[src/rtl/an_resolve.sv]
module an_resolve #(
  parameter int W = 16,
  parameter int SYM_BIT = 10,
  parameter int ASYM_BIT = 11,
  parameter int KR_BIT = 7,
  parameter int KX_BIT = 5,
  parameter int FEC_HI = 15,
  parameter int FEC_LO = 14
) (
  input  logic         clk,
  input  logic         rst_n,
  input  logic         resolve_i,
  input  logic         slow_is_2g5_i,
  input  logic         pause_an_en_i,
  input  logic [W-1:0] loc_w1_i,
  input  logic [W-1:0] loc_w2_i,
  input  logic [W-1:0] loc_w3_i,
  input  logic [W-1:0] lp_w1_i,
  input  logic [W-1:0] lp_w2_i,
  input  logic [W-1:0] lp_w3_i,
  output logic [1:0]   mode_o,
  output logic         tx_pause_o,
  output logic         rx_pause_o,
  output logic         lp_sym_o,
  output logic         lp_asym_o,
  output logic         lp_kr_o,
  output logic         lp_kx1g_o,
  output logic         lp_kx2g5_o,
  output logic         lp_fec_o,
  output logic         done_o
);
  localparam logic [1:0] M_UNK = 2'd0, M_KX1 = 2'd1, M_KX25 = 2'd2, M_KR = 2'd3;

  logic [W-1:0] common2;
  logic         both_sym, both_asym;
  logic [1:0]   mode_n;
  logic         tx_n, rx_n;
  logic         loc3_unused;

  assign loc3_unused = ^loc_w3_i;
  assign common2   = loc_w2_i & lp_w2_i;
  assign both_sym  = loc_w1_i[SYM_BIT] & lp_w1_i[SYM_BIT];
  assign both_asym = loc_w1_i[ASYM_BIT] & lp_w1_i[ASYM_BIT];

  always_comb begin
    if (common2[KR_BIT])      mode_n = M_KR;
    else if (common2[KX_BIT]) mode_n = slow_is_2g5_i ? M_KX25 : M_KX1;
    else                      mode_n = M_UNK;
  end

  always_comb begin
    tx_n = 1'b0;
    rx_n = 1'b0;
    if (both_sym) begin
      tx_n = 1'b1;
      rx_n = 1'b1;
    end else if (both_asym) begin
      if (loc_w1_i[SYM_BIT])     rx_n = 1'b1;
      else if (lp_w1_i[SYM_BIT]) tx_n = 1'b1;
    end
  end

  always_ff @(posedge clk) begin
    if (!rst_n) begin
      mode_o     <= M_UNK;
      tx_pause_o <= 1'b0;
      rx_pause_o <= 1'b0;
      lp_sym_o   <= 1'b0;
      lp_asym_o  <= 1'b0;
      lp_kr_o    <= 1'b0;
      lp_kx1g_o  <= 1'b0;
      lp_kx2g5_o <= 1'b0;
      lp_fec_o   <= 1'b0;
      done_o     <= 1'b0;
    end else begin
      done_o <= resolve_i;
      if (resolve_i) begin
        mode_o     <= mode_n;
        lp_sym_o   <= lp_w1_i[SYM_BIT];
        lp_asym_o  <= lp_w1_i[ASYM_BIT];
        lp_kr_o    <= lp_w2_i[KR_BIT];
        lp_kx1g_o  <= lp_w2_i[KX_BIT] & ~slow_is_2g5_i;
        lp_kx2g5_o <= lp_w2_i[KX_BIT] & slow_is_2g5_i;
        lp_fec_o   <= lp_w3_i[FEC_HI] | lp_w3_i[FEC_LO];
        if (pause_an_en_i) begin
          tx_pause_o <= tx_n;
          rx_pause_o <= rx_n;
        end
      end
    end
  end

  logic past_ok;
  always_ff @(posedge clk) past_ok <= rst_n;

  assert_done_follows_R2: assert property (@(posedge clk) disable iff (!rst_n)
    past_ok && resolve_i |=> done_o);
  assert_done_only_after_strobe_R2: assert property (@(posedge clk) disable iff (!rst_n)
    past_ok && !resolve_i |=> !done_o);
  assert_hold_between_R2: assert property (@(posedge clk) disable iff (!rst_n)
    past_ok && !resolve_i |=> $stable(mode_o) && $stable(lp_fec_o) && $stable(lp_kr_o));
  assert_pause_hold_R8: assert property (@(posedge clk) disable iff (!rst_n)
    past_ok && !pause_an_en_i |=> $stable(tx_pause_o) && $stable(rx_pause_o));
  assert_slow_flags_R10: assert property (@(posedge clk) disable iff (!rst_n)
    $onehot0({lp_kx1g_o, lp_kx2g5_o}));
  assert_asym_one_side_R7: assert property (@(posedge clk) disable iff (!rst_n)
    done_o && pause_an_en_i && (tx_pause_o ^ rx_pause_o) |-> lp_asym_o);
endmodule

[config.mk]
export PLATFORM = sky130hd
export DESIGN_NAME = an_resolve
export DESIGN_NICKNAME = d
export VERILOG_FILES = /design/src/rtl/an_resolve.sv
export SDC_FILE = /design/constraint.sdc
export NUM_CORES = 1
export LEC_CHECK = 0
export ABC_AREA = 1
export CORE_ASPECT_RATIO = 1.75
export CORE_MARGIN = 3
export CORE_UTILIZATION = 17
export DETAILED_ROUTE_END_ITERATION = 12
export PLACE_DENSITY_LB_ADDON = 0.05
export SLEW_MARGIN = 40
export SYNTH_ARGS = -nofsm -noshare
export SYNTH_HDL_FRONTEND = slang
export SYNTH_SLANG_ARGS = --single-unit
[constraint.sdc]
create_clock -name clk -period 0.85 [get_ports clk]
set_input_delay 0.085 -clock clk [delete_from_list [all_inputs] [get_ports clk]]
set_output_delay 0.085 -clock clk [all_outputs]
set_load 0.02 [all_outputs]
==> results_dict.tcl, run 1 <==
set metrics [dict create \
    synth_nets 166 \
    powerDensity_nw_per_um2 1666 \
    p_leak_nw 0.4233 \
    instances_no_fill 127 \
    fin_area_um2 797.0 \
    htree_num_levels 1 \
    placed_cells 123 \
    antenna_found_initial 0 \
    cts_buffers 3 \
    cp-end-kind "output pin" \
    cts_tree "built" \
    hpwl_um 1055 \
    synth_seq_area_share_pct 48.48 \
    crit_path_start_kind "register" \
    hold_ws_ns 0.2572 \
    diodes 0 \
    grt_pass1_wl_um 2111 \
    whs_path_depth 3 \
    drive_gt1_share_pct 23.76 \
    drtAntennaViolNets 0 \
    critPathMaxFanout 2 \
    gp_congestion 0.7529 \
    insertion_delay_ns 0.24 \
    drc 0 \
    hold_buffers 0 \
    grtUsageTotal_pct 8.922 \
    die_w_um 45.07 \
    path_cells "buf_2" \
    synth.area.top_cells "dfxtp_1 48%, nand2_1 17%, nand3_1 11%" \
    synth-seq-cells 11 \
    die_y_um 74.38 \
    path_buf_inv 1 \
    synth_top_area_share_pct 48.48 \
    crit_type "register to output pin" \
    cp_slowest_cell "dfxtp_1" \
    io_buffers 25 \
    path_clk_slew_ns 0.05 \
    utilization_pct 31.60 \
    hp-class "input port to register" \
    die_area_um2 3352 \
    drt_first_pass_iters 4 \
    synth_area_um2 454.2 \
    nFillCells 300 \
    worstMarginPinSlew_ns 0.1935 \
    finalSetupViolCount 0 \
    clkSinkCount 11 \
    num_rows 24 \
    root_buffer "clkbuf_8" \
    critPathMaxStageDelay_ns 0.33 \
    grt_max_degree 11 \
    dpl_cell_area_um2 789.5 \
    min_period_over_period_pct 95.64 \
    maxCapViolCount 0 \
    ys.warnings.count 0 \
    finClkSkew_ns 0 \
    synthCells 65 \
    synth_top_area_cell "dfxtp_1" \
    clockBufferDepth 2 \
    arrival_ns 0.73 \
    io-pin-count 112 \
    avgSynthCellArea_um2 6.987 \
    rsz0062_at_grt "false" \
    total_power_mw 1.328 \
    grt.overflow.total 0 \
    nNetsFinal 203 \
    initial_core_util_pct 18.01 \
    drt-vias-per-instance 4.126 \
    num_vias 524 \
    hold_viol_final 0 \
    critPathRequiredTime_ns 0.76 \
    vdd_ir_drop_max_uv 689.5 \
    wl_per_cell_um 10.37 \
    reg2regPathDepth 3 \
    cts_setup_buffers 0 \
    wl_um 1317 \
    grt_pass1_vias 512 \
    yosys.cell_types.count 11 \
    slew_headroom_pct 87.10 \
    core_um2 2522 \
    outcome "finished clean" \
    slew_viol_final 0 \
    drtIter0Drc 12 \
    finalCriticalPeriod_ns 0.8130 \
    max_freq_mhz 1230 \
    crit_cells 1 \
    syn_to_final_growth_pct 75.48 \
    crit_family "flip-flops" \
]
cell type report:
cell class | instances | area, um^2 | area share (%)
well taps | 26 | 32.53 | 4.082
multi-input cells | 42 | 187.7 | 23.55
clock buffers | 4 | 45.04 | 5.651
flip-flops and latches | 11 | 220.2 | 27.63
repair buffers | 33 | 270.3 | 33.91
inverters | 11 | 41.29 | 5.181
synth_stat cells:
library cell / number
a21boi_1: 1
a21oi_1: 1
buf_4: 1
dfxtp_1: 11
inv_1: 11
nand2_1: 21
nand3_1: 10
nand3b_1: 1
nand4_1: 1
nor2_1: 4
o21ai_0: 3
registers in the layout (all words and copies together) (netlist names):
| name | count |
|---|---|
| rx_pause_o | 1 |
| lp_fec_o | 1 |
| lp_kr_o | 1 |
| lp_kx2g5_o | 1 |
| done_o | 1 |
| lp_asym_o | 1 |
| lp_sym_o | 1 |
| mode_o | 2 |
| tx_pause_o | 1 |
| lp_kx1g_o | 1 |
stage by stage:
| step | TNS, ns | worst slack [ns] |
|---|---|---|
| 4_1_cts | 0 | 0.003453 |
| 6_report | 0 | 0.03703 |
| 3_5_place_dp | -4.012 | -0.2902 |
| 3_3_place_gp | -4.004 | -0.2667 |
| 2_1_floorplan | 0 | 0.09939 |
| 5_1_grt | 0 | 0.001520 |
layer usage:
layer / routed length (um) / GRT usage [%]
met4: 24 / 4.886
met3: 124 / 3.390
met1: 540 / 9.677
met2: 628 / 14.51
met5: 0 / 0
worst paths after layout:
kind | start | endpoint | slack [ns]
worst min register to register | lp_asym_o$_SDFFE_PN0P_ | lp_asym_o$_SDFFE_PN0P_ | 0.48
worst max register to register | lp_kx1g_o$_SDFFE_PN0P_ | lp_kx1g_o$_SDFFE_PN0P_ | 0.16
worst max-delay path | lp_asym_o$_SDFFE_PN0P_ | lp_asym_o | 0.04
worst min-delay path | rst_n | lp_fec_o$_SDFFE_PN0P_ | 0.26
power by group:
part           internal [mW]  switching (mW)
logic                  0.129           0.121
clock network          0.329           0.188
registers              0.547          0.0139
total                   1.01           0.323
kinds of logic (layout without fill, tap and decap cells):
family	Yosys count	after routing	share of synthesized area (%)
DFF	11	11	48.48
buffers and inverters	12	48	10.74
and+or+nand+nor	37	37	34.71
AOI/OAI and AO/OA	5	5	6.059
cells in the final DEF (no fill, tap or decap):
master	count
nand2_1	20
clkdlybuf4s50_1	12
dfxtp_1	11
buf_4	11
inv_1	10
nand3_1	10
buf_2	7
nor2_1	4
o21ai_0	3
clkbuf_8	3
nand2_2	1
nand4_1	1
inv_2	1
nand3b_1	1
a21oi_1	1
a21boi_1	1
clkbuf_1	1
dlygate4sd2_1	1
dlymetal6s2s_1	1
buf_6	1
what timing repair did:
item,4_1_cts,5_1_grt
setup endpoints to repair,14,10
resized for setup,48,5
endpoints found under the hold margin,0,0
Note: power is estimated with default switching activity, not from simulation.
==> inputs of run 2 (changes only) <==
--- a/config.mk
+++ b/config.mk
@@ -11,6 +11,7 @@
 export CORE_UTILIZATION = 17
 export DETAILED_ROUTE_END_ITERATION = 12
 export PLACE_DENSITY_LB_ADDON = 0.05
+export SETUP_SLACK_MARGIN = 0.05
 export SLEW_MARGIN = 40
 export SYNTH_ARGS = -nofsm -noshare
 export SYNTH_HDL_FRONTEND = slang
==> run 2 against run 1 <==
  * Fmax rose by 3.5%
  * Utilization up 2.5 points
  * Total power grew 3.0%
  * Clock skew unchanged
  * Largest cell class unchanged
==> results_dict.tcl, run 2 (synthesis results as in run 1) <==
set metrics [dict create \
    gp_congestion 0.7529 \
    drtAntennaViolNets 0 \
    die_area_um2 3352 \
    grtUsageTotal_pct 8.926 \
    arrival_ns 0.70 \
    powerDensity_nw_per_um2 1591 \
    syn_to_final_growth_pct 89.26 \
    busiest_layer "met2" \
    die_w_um 45.07 \
    core_um2 2522 \
    wl_um 1333 \
    critPathMaxStageDelay_ns 0.32 \
    instances_no_fill 127 \
    largest_reg_flops 2 \
    path_clk_slew_ns 0.05 \
    nNetsFinal 203 \
    crit_type "register to output pin" \
    diodes 0 \
    grtUsageMet2_pct 14.51 \
    drt_first_pass_iters 4 \
    slew_headroom_pct 86.24 \
    antenna_found_initial 0 \
    min_period_over_period_pct 92.45 \
    crit_path_start_kind "register" \
    grt_max_degree 11 \
    hold_viol_final 0 \
    clockBufferDepth 2 \
    maxCapViolCount 0 \
    cts_tree "built" \
    layout_commonest_cell "nand2_1" \
    htree_num_levels 1 \
    max_freq_mhz 1273 \
    die_y_um 74.38 \
    p_leak_nw 0.4261 \
    slew_viol_final 0 \
    hpwl_um 1055 \
    finalSetupViolCount 0 \
    preCtsSetupSlack_ns -0.2902 \
    hold_buffers 0 \
    num_vias 520 \
    drc 0 \
    outcome "finished clean" \
    drtIter0Drc 9 \
    cp-end-kind "output pin" \
    crit_family "flip-flops" \
    initial_core_util_pct 18.01 \
    grt_pass1_vias 504 \
    path_buf_inv 1 \
    drive_gt1_share_pct 36.63 \
    worst_slack_ns 0.06422 \
    regToRegStartpoint "lp_kx1g_o$_SDFFE_PN0P_" \
    grt_pass1_wl_um 2097 \
    layout_common_cells "19 x nand2_1, 12 x clkdlybuf4s50_1, 10 x nand3_1, 10 x dfxtp_2, 10 x buf_6" \
    gr-usage-met1_pct 9.545 \
    rsz0062_at_grt "true" \
    startpoint "lp_sym_o$_SDFFE_PN0P_" \
    cp_slowest_cell "dfxtp_2" \
    min_from "rst_n" \
    critPathRequiredTime_ns 0.76 \
    root_buffer "clkbuf_8" \
    hp-class "input port to register" \
    final.setup.tns_ns 0 \
    grt.overflow.total 0 \
    num_rows 24 \
    wl_per_cell_um 10.50 \
    met3_usage_pct 3.632 \
    total_power_mw 1.367 \
    critPathMaxFanout 2 \
    worstMarginPinSlew_ns 0.2064 \
    placed_cells 123 \
    insertion_delay_ns 0.23 \
    vdd_ir_drop_max_uv 689.2 \
    io_buffers 25 \
    path_cells "buf_4" \
    cts_buffers 3 \
    finClkSkew_ns 0 \
    drt-vias-per-instance 4.094 \
    io-pin-count 112 \
    rrSetupSlack_ns 0.13 \
    clkSinkCount 11 \
    finalCriticalPeriod_ns 0.7858 \
    top_register "mode_o" \
]
run 2: cell count changes in the layout (fill, tap and decap cells not counted), sizes merged:
cell	change
dlymetal6s2s	-1
dlygate4sd2	+1
run 2: through the flow:
stage	area [um^2]	hold WS, ns	util (%)
CTS	825.8	0.3754	32.74
detailed placement	789.5	0.4718	31.30
global route	859.6	0.3800	34.08
global placement	789.5	0.4820	31.30
finish	859.6	0.3661	34.08
floorplan	454.2	0.1881	-
run 2: timing repair:
action | in CTS | in global routing
cloned | 0 | 0
endpoints found under the setup margin | 20 | 9
hold endpoints to repair | 0 | 0
gates resized for setup | 65 | 16
buffers inserted | 0 | 0
run 2: power breakdown:
group / internal (mW) / switching [mW] / total [mW]
logic: 0.152 / 0.122 / 0.275
registers: 0.553 / 0.0190 / 0.572
clock network: 0.329 / 0.192 / 0.521
total: 1.03 / 0.333 / 1.37
run 2: cell type report:
| class | instances | area, um^2 |
|---|---|---|
| Sequential cell | 11 | 232.7 |
| Inverter | 11 | 41.29 |
| Timing Repair Buffer | 33 | 315.3 |
| Tap cell | 26 | 32.53 |
| Fill cell | 301 | 1663 |
| Clock buffer | 4 | 45.04 |
| Multi-Input combinational cell | 42 | 192.7 |
run 2: final timing paths:
path	cells past startpoint	endpoint
hold / removal	3	lp_fec_o$_SDFFE_PN0P_
hold reg to reg	2	lp_asym_o$_SDFFE_PN0P_
setup reg to reg	3	lp_kx1g_o$_SDFFE_PN0P_
setup / recovery	1	lp_sym_o
run 2: layer usage:
metal | vias to the layer above | share of wire (%)
li1 | 275 | -
met1 | 222 | 40
met2 | 21 | 50
met3 | 2 | 9.2
met4 | 0 | 0.98
met5 | - | 0
